<file path="config.mk">
export PLATFORM = sky130hd
export DESIGN_NAME = scaled_ea_gen
export DESIGN_NICKNAME = d
export VERILOG_FILES = /design/src/rtl/scaled_ea_gen.sv
export SDC_FILE = /design/constraint.sdc
export NUM_CORES = 1
export LEC_CHECK = 0
export ABC_AREA = 1
export CAP_MARGIN = 0
export CORE_UTILIZATION = 40
export CTS_BUF_LIST = sky130_fd_sc_hd__clkbuf_8
export DETAILED_ROUTE_END_ITERATION = 8
export HOLD_SLACK_MARGIN = 0.12
export PLACE_DENSITY_LB_ADDON = 0.05
export SETUP_SLACK_MARGIN = 0.02
export SKIP_LAST_GASP = 1
export SLEW_MARGIN = 25
export SYNTH_ARGS = -nofsm -noshare
export SYNTH_HDL_FRONTEND = slang
export SYNTH_SLANG_ARGS = --single-unit
</file>
<file path="constraint.sdc">
create_clock -name clk -period 8 [get_ports clk]
set_clock_uncertainty 0.2 [all_clocks]
set_input_delay 1.6 -clock clk [delete_from_list [all_inputs] [get_ports clk]]
set_output_delay 1.6 -clock clk [all_outputs]
set_load 0.01 [all_outputs]
</file>
<file path="src/rtl/scaled_ea_gen.sv">
module scaled_ea_gen #(
  parameter int XLEN    = 64,
  parameter int SHW     = 2,
  parameter bit OUT_REG = 1'b1
) (
  input  logic            clk,
  input  logic            rst_n,
  input  logic            in_valid,
  input  logic [XLEN-1:0] base_val,
  input  logic            base_is_r0,
  input  logic [XLEN-1:0] index_val,
  input  logic [SHW-1:0]  sh_field,
  input  logic            upd_mode,
  output logic            out_valid,
  output logic [XLEN-1:0] ea,
  output logic            wb_en,
  output logic [XLEN-1:0] wb_val,
  output logic            bad_form
);
  localparam int CNTW = SHW + 1;

  logic [CNTW-1:0] amt;
  logic [XLEN-1:0] base_op, scaled, sum;
  logic            c_wb, c_bad;

  assign amt     = {1'b0, sh_field} + CNTW'(1);
  assign base_op = (base_is_r0 && !upd_mode) ? '0 : base_val;
  assign scaled  = index_val << amt;
  assign sum     = base_op + scaled;
  assign c_wb    = in_valid & upd_mode & ~base_is_r0;
  assign c_bad   = in_valid & upd_mode & base_is_r0;

  generate
    if (OUT_REG) begin : g_reg
      always_ff @(posedge clk) begin
        if (!rst_n) begin
          out_valid <= 1'b0;
          ea        <= '0;
          wb_en     <= 1'b0;
          wb_val    <= '0;
          bad_form  <= 1'b0;
        end else begin
          out_valid <= in_valid;
          wb_en     <= c_wb;
          bad_form  <= c_bad;
          if (in_valid) begin
            ea     <= sum;
            wb_val <= sum;
          end
        end
      end

      a_r7_valid_follows: assert property (@(posedge clk) disable iff (!rst_n)
        in_valid |=> out_valid);
      a_r7_idle_follows: assert property (@(posedge clk) disable iff (!rst_n)
        !in_valid |=> !out_valid);
      a_r2_zero_base: assert property (@(posedge clk) disable iff (!rst_n)
        (in_valid && !upd_mode && base_is_r0 && index_val == '0) |=> ea == '0);
      a_r3_base_kept: assert property (@(posedge clk) disable iff (!rst_n)
        (in_valid && upd_mode && index_val == '0) |=> ea == $past(base_val));
      a_r5_plain_no_wb: assert property (@(posedge clk) disable iff (!rst_n)
        (in_valid && !upd_mode) |=> !wb_en);
    end else begin : g_comb
      assign out_valid = in_valid;
      assign ea        = sum;
      assign wb_en     = c_wb;
      assign wb_val    = sum;
      assign bad_form  = c_bad;
    end
  endgenerate

  a_r6_bad_no_wb: assert property (@(posedge clk) disable iff (!rst_n)
    bad_form |-> !wb_en);
  a_r4_wb_is_ea: assert property (@(posedge clk) disable iff (!rst_n)
    wb_en |-> wb_val == ea);
  a_r8_gated: assert property (@(posedge clk) disable iff (!rst_n)
    (wb_en || bad_form) |-> out_valid);
endmodule

</file>
# Word level (Yosys, flattened, before mapping)
# Cells that the tools add are included.
[totals] wordCells=14 inputBits=135 ff_bits=67 output_inout_bits=131
[classes] n_addsub=2 bitwise=4 n_reduce_logical=2 mux=1 shifts=1
[ops] cell="$add A64 B64 Y64" n=1
[ops] cell="$mux W64" n=1
[ops] cell="$shl A64 B3 Y64" n=1
[ops] cell="$add A2 B1 Y3 const B" n=1
[ops] cell="$and A1 B1 Y1" n=3
[ops] cell="$logic_and A1 B1 Y1" n=1
[ops] cell="$logic_not A1 Y1" n=1
[ops] cell="$not A1 Y1" n=1

# Depth between registers and ports, before layout
# Gate-level depths: netlist of run 1.
[logic_depth] ltp_word=4 ltp_mapped=25 depth_no_buf=24

# Worst setup path after synthesis of run 1
# OpenSTA, ideal clock, no wires.
[synth_timing] path_kind="input port to flip-flop" start="input sh_field[0]" end="register ea[58]" arrival_time_ns=4.148 slack_ns=3.543 setup_ns=0.109 stages=21 path_buffers=3 cell_sequence="ha_1 clkbuf_1 inv_1 buf_2 buf_1 nand3_1 nand3_1 o21ai_0 ha_1 nand2_1 inv_1 nand2_1 inv_1 a21oi_1 nand2_1 a21oi_1 nand2_1 nand2_1 nand3_1 nand2_1 inv_1"
[synth_via] elab_chain_cells=3
[synth_rtl] element="start, declared" line_no="12" rtl="input logic [SHW-1:0] sh_field,"
[synth_rtl] element="$add A2 B1 Y3" line_no="26" rtl="assign amt = {1'b0, sh_field} + CNTW'(1);"
[synth_rtl] element="$shl A64 B3 Y64" line_no="28" rtl="assign scaled = index_val << amt;"
[synth_rtl] element="$add A64 B64 Y64" line_no="29" rtl="assign sum = base_op + scaled;"
[synth_rtl] element="end signal, assigned" line_no="47" rtl="ea <= sum;"
[synth_rtl] element="end, declared" line_no="15" rtl="output logic [XLEN-1:0] ea,"
# No other way between the ends.
# A chain may end at the register's enable or synchronous reset.

# Worst setup path in the final report of run 1
[layout_timing] start="input sh_field[0]" end="register ea[42]"
# Same word-level chain as after synthesis.

==> results.md, run 1 <==
* Run status: completed
* Effective utilization at floorplan at 0.408
* Routability-driven placement congestion ratio at roughly 0.95
* Number of iterations in the first detailed-routing pass at 7
* Root Buffer Master: clkbuf_8
* CP Launch Type: input pin
* Launch point of the worst path: sh_field[0]
* Startpoint of the most critical hold path: ea[16]
* Max transition margin at 0.352
* Most used flip-flop cell after synthesis: dfxtp_1
* Half-perimeter wire length after detailed placement at 34,800 um
* Number of nets in the layout at between 2,000 and 3,000
* Register-to-Register Path Depth at 4
* Core region area at 27,900 um2
* Number of cells upsized or downsized after cts at 0
* Mean routed wirelength per cell at 14.5 um
* Setup-failing EPs final at 0
* Maximum number of pins on one net before global-route repair at 76
* Multi-input gate area in the final layout at 7620 um2
* Most frequent standard cell in the layout excluding fill and tap cells: nand2_1
* Top-area cell type share of the netlist area at 0.269
* Number of nets still failing antenna checks after routing at 0
* Placed inst area at 13,800 um2
* Utilization after layout at 0.504
* Syn-to-layout area delta at 23.5%
* Crit path cell chain: buf_2, ha_1, buf_4, clkinv_1, buf_4, nand3_1, o21ai_0, ha_1, nand2_1, nor2_1, nand2_1, inv_1, nand3_1, nand2_1, nand2_1, nand3_1, nand3_1, nand2_1, inv_1
* Vias per cell at 4.83
* Detailed-route wire length at 40,400 um
* Final critical delay including setup and external delays at about 5.3 ns
* Share of total power in combinational logic at 0.656
* Cell at the slowest stage of the critical path: ha_1
* Final cell area excluding filler cells at 14,000 um2
* Clk_lat worst skew at 0.37 ns
* Clock power share at 0.150
* Final setup TNS at 0 ns
* Via count at between 10,000 and 15,000
* Highest-count cells in the layout ignoring fill and taps: nand2_1, inv_1, clkdlybuf4s50_1, nand3_1, nor2_1
* Worst-case register-to-register setup slack at 6.99 ns
* Sequential fraction of the synthesis area at 0.118
* Number of buffers added by the clock tree synthesis step at 9
* Max incr delay on CP at approximately 0.49 ns
* Width of the die at 171 um
* Via count of the first global-routing pass at around 12,000
* Antenna violations before repair at 0
* Distinct cells, synth at 32
* Proportion of total power due to net switching at 0.490
* Post-CTS Hold Buffers at 0
* Post-synthesis sequential element count at 67
* CTS H-Tree Depth at 3
* Number of enable flip-flop cells after synthesis at 0
* Startpoint of the lowest-slack register-to-register path: ea[52]
* Crit path max fanout at 62
* Proportion of layout cells with a drive suffix above 1 at 0.0486
* Achievable clock frequency at 188 MHz
* Maximum Capacitance Violations at 0
* Clock sink total at 67
* Async set or reset register ratio after synthesis at 0
* Most used cell, CP: nand2_1
* Sequential fraction of design power at 0.194
* Clk slew on worst S/H paths at 0.08 ns
* Total net switching power at 1070 uW
* Wire length of the first global-routing pass at 63,500 um
* Syn_nets at 2,444
* N_diodes at 0
* P per Cell Area at 155 nW/um2
* Port-buffer cells at 265
* Worst-Margin Slew at 0.971 ns
* TritonCTS clock tree: yes
* Standby leakage power at 0.00797 uW
* Synth Instances at 2,244
* Fill cell total of the finished layout at 3,094
* Ratio of final minimum period to clock period at 0.666
* Min Hold Slack at 0.313 ns
* Overall power consumption at 2180 uW
* Sequential cell area at 1340 um2
* Post-CTS setup buffer count at 0
* Crit end category: flop
* GRT Residual Overflow at 0
* R2R Path End: ea[52]
* Worst Path Buf+Inv at 6
* Io pins at about 270
* Class of the most critical hold timing path: reg2reg
* Largest cells by area after synthesis: nand2_1, inv_1, dfxtp_1, nand3_1, ha_1
* Capture point of the critical path: ea[42]
* Number of DRC violations after detailed routing at 0
* P_int at ~1100 uW
* Crit Path Class: in2reg
* Num rows at 61
* Starting DRC count in detailed routing at 997
* Die Outline Area at between 20,000 and 30,000 um2
* Die boundary height at 171 um
* Worst Path Required at around 8 ns
* Depth of the critical timing path with buffers and inverters included at 19
* Unrepaired setup endpoints after global routing: no
* Critical Path AT at around 5.4 ns
* Maximum VDD drop at 0.0697 mV
* Fin. max-slew vios at 0
* Tot GR Track Use at 0.280
* Post-Syn Area at 11,400 um2
* CP top delay family: buffers and inverters
* Buffer depth of the longest clock path at 2
* Average instance area after synthesis at around 5.1 um2
* Largest area contributor in the netlist: nand2_1
* Synth warnings at 0
* Count of endpoints failing hold in the final timing report at 0
[Yosys cell counts (all sizes together) (4+ instances only)]
library cell  count
a21oi            51
buf              90
clkbuf           39
clkinv            4
dfxtp            67
ha               64
inv             440
mux2i             4
nand2           840
nand3           235
nand4            12
nor2            222
nor3             21
o211ai            7
o21ai           110
xnor2            16
xor2             12
[cell type report]
cell class / instances / share of cell area
clock buffers: 12 / 0.0118
flip-flops and latches: 67 / 0.0956
well taps: 378 / 0.0337
multi-input cells: 1604 / 0.543
clock inverters: 4 / 0.00392
inverters: 444 / 0.119
repair buffers: 275 / 0.193
[worst min path at each step]
stage	to	slack, ns	cells after the start
floorplan	ea[12]	0.32	2
global placement	ea[22]	0.29	2
detailed placement	ea[16]	0.30	2
CTS	ea[16]	0.31	2
global route	ea[9]	0.34	2
finish	ea[16]	0.31	2
[power by group through the flow]
stage	sequential (uW)	combinational (uW)	clock [uW]
5_1_grt	430	1590	344
4_1_cts	422	1410	333
6_report	421	1430	326
3_3_place_gp	428	1400	0
2_1_floorplan	444	899	0
3_5_place_dp	430	1410	0
[routing by layer]
metal / track usage / routed length, um / up-vias
li1: - / - / 7048
met2: 0.419 / 16300 / 456
met5: 0 / 0 / -
met3: 0.0236 / 2520 / 22
met1: 0.431 / 21100 / 5917
met4: 0.0501 / 463 / 0
[cells by family (layout without fill, tap and decap cells)]
| group | count (synthesis) | after routing | synth area share |
|---|---|---|---|
| adders and majority gates | 65 | 65 | 0.0722 |
| buffers and inverters | 573 | 735 | 0.212 |
| DFF | 67 | 67 | 0.118 |
| xor gates and xnor gates | 28 | 28 | 0.0216 |
| and+or+nand+nor | 1335 | 1335 | 0.495 |
| AOI/OAI and AO/OA | 172 | 172 | 0.0780 |
| muxes | 4 | 4 | 0.00352 |
[stage by stage]
step,worst slack [ns],instances
floorplan,3.54,2244
global placement,2.37,2768
detailed placement,2.35,2768
CTS,2.75,2784
global route,2.31,2784
finish,2.67,2784
[tightest hold or removal path: stages, from the launching register on]
cell and delay (ns):
dfxtp_1 0.32, nand3_1 0.07, o21ai_0 0.07
[sequential cells by signal, indices dropped and copies added, names as in the netlist]
| signal | flops |
|---|---|
| wb_en | 1 |
| ea | 64 |
| bad_form | 1 |
| out_valid | 1 |
No activity file was read; power rests on OpenSTA's default activity.
==> inputs of run 2 (changes only) <==
==> constraint.sdc (replaced) <==
create_clock -name clk -period 5 [get_ports clk]
set_clock_uncertainty 0.2 [all_clocks]
set_input_delay 1 -clock clk [delete_from_list [all_inputs] [get_ports clk]]
set_output_delay 1 -clock clk [all_outputs]
set_load 0.01 [all_outputs]
==> results.md, run 2 (synthesized netlist as in run 1, its figures left out) <==
* Worst-case register-to-register setup slack at roughly 3.9 ns
* Routability-driven placement congestion ratio at 0.986
* GRT Residual Overflow at 0
* Die Outline Area at roughly 29,000 um2
* CP Launch Type: input pin
* Overall power consumption at 3580 uW
* Number of iterations in the first detailed-routing pass at 5
* Number of buffers added by the clock tree synthesis step at 9
* Final cell area excluding filler cells at 14,300 um2
* Startpoint of the most critical hold path: ea[13]
* Most frequent standard cell in the layout excluding fill and tap cells: nand2_1
* Highest-count cells in the layout ignoring fill and taps: nand2_1, inv_1, clkdlybuf4s50_1, nand3_1, nor2_1
* Crit end category: flop
* Run status: completed
* Final setup TNS at 0 ns
* Top reg by flops: ea
* Clock sink total at 67
* Root Buffer Master: clkbuf_8
* Launch point of the worst path: sh_field[1]
* Unrepaired setup endpoints after global routing: no
* Core region area at 27,900 um2
* Achievable clock frequency at ~230 MHz
* Syn-to-layout area delta at 25.8%
* Critical Path AT at 4.39 ns
* Starting DRC count in detailed routing at between 900 and 1,000
* Clk_lat worst skew at about 0.37 ns
* Mean routed wirelength per cell at 15.1 um
* Class of the most critical hold timing path: reg2reg
* Endpoint of the worst hold path: ea[13]
* Antenna violations before repair at 0
* Startpoint of the lowest-slack register-to-register path: ea[32]
* Detailed-route wire length at 42,400 um
* R2R Path End: ea[32]
* Met2 WL at 17,400 um
* Worst-Margin Slew at 0.925 ns
* Maximum VDD drop at 0.121 mV
* Effective utilization at floorplan at 0.408
* Number of DRC violations after detailed routing at 0
* Number of nets in the layout at 2,629
* Number of flip-flops in the largest register at 64
* Standby leakage power at 0.00812 uW
* Half-perimeter wire length after detailed placement at between 30,000 and 40,000 um
* Worst Hold Path Cells at 2
* Buffer depth of the longest clock path at 2
* Maximum Capacitance Violations at 0
* Maximum number of pins on one net before global-route repair at 70
* Placed inst area at 14,100 um2
* Wire length of the first global-routing pass at between 60,000 and 70,000 um
* Count of endpoints failing hold in the final timing report at 0
* TritonCTS clock tree: yes
* Num rows at 61
* Sum of met3 wire segment lengths after detailed routing at 3000 um
* Post-CTS setup buffer count at 0
* Total routed wire length on the met1 layer at 21,600 um
* N_diodes at 0
* Min Hold Slack at 0.316 ns
* Die boundary height at 171 um
* Fin. max-slew vios at 0
* CTS H-Tree Depth at 3
* Clk slew on worst S/H paths at 0.08 ns
* Proportion of layout cells with a drive suffix above 1 at 0.0600
* Io pins at 266
* Highest metal layer used by the detailed router: met4
* Via count of the first global-routing pass at 12,200
* Final critical delay including setup and external delays at 4.36 ns
* Number of cells upsized or downsized after cts at 0
* Number of nets still failing antenna checks after routing at 0
* Post-CTS Hold Buffers at 0
* Worst Path Required at between 5 and 6 ns
* Crit path max fanout at 69
* Port-buffer cells at 265
* Via count at 13,600
* Ratio of final minimum period to clock period at 0.873
* Setup-failing EPs final at 0
* P per Cell Area at around 250 nW/um2
* Tot GR Track Use at 0.293
* Width of the die at 171 um
* Max transition margin at 0.383
* Register-to-Register Path Depth at 4
* Vias per cell at 4.82
* Crit Path Class: in2reg
run 2: power breakdown:
group	total (uW)	leakage, uW	switching, uW	internal [uW]
clock	498	0.000102	259	239
combinational	2400	0.00746	1460	942
sequential	681	0.000557	69.8	611
total	3580	0.00812	1780	1790
run 2: metal layers:
layer  GRT usage  vias up
met1       0.450     5927
met2       0.439      500
met4      0.0431        0
li1            -     7108
met5           0        -
met3      0.0305       18
run 2: how the worst max path moves through the flow:
stage,end,slack (ns),cells after the start
6_report,ea[18],0.64,17
5_1_grt,ea[62],0.49,19
4_1_cts,ea[19],0.77,18
3_5_place_dp,ea[18],0.38,17
3_3_place_gp,ea[17],0.40,17
2_1_floorplan,ea[58],1.14,21
run 2: worst max-delay path, cell delays in order:
cell,delay [ns]
clkdlybuf4s50_1,0.40
ha_1,0.32
inv_1,0.11
buf_12,0.27
o21ai_0,0.16
o21ai_0,0.39
ha_1,0.38
nand2_1,0.14
inv_1,0.05
nand2_1,0.09
nand2_1,0.06
nand2_1,0.07
nand3_2,0.10
nand2_1,0.07
nand2_1,0.15
xnor2_1,0.48
a21oi_1,0.12
run 2: through the flow:
step | util | worst slack, ns | instances
final | 0.513 | 0.637 | 2812
after CTS | 0.513 | 0.773 | 2812
after global placement | 0.506 | 0.399 | 2796
after global routing | 0.513 | 0.486 | 2812
after detailed placement | 0.506 | 0.376 | 2796
after floorplan | - | 1.14 | 2244
run 2: final cells by class:
cell class,instances,area [um2]
timing repair buffer,303,2990
multi-input combinational,1604,7620
fill,3080,13600
clock buffer,9,124
inverter,444,1670
tap,378,473
sequential,67,1340
clock inverter,7,83.8
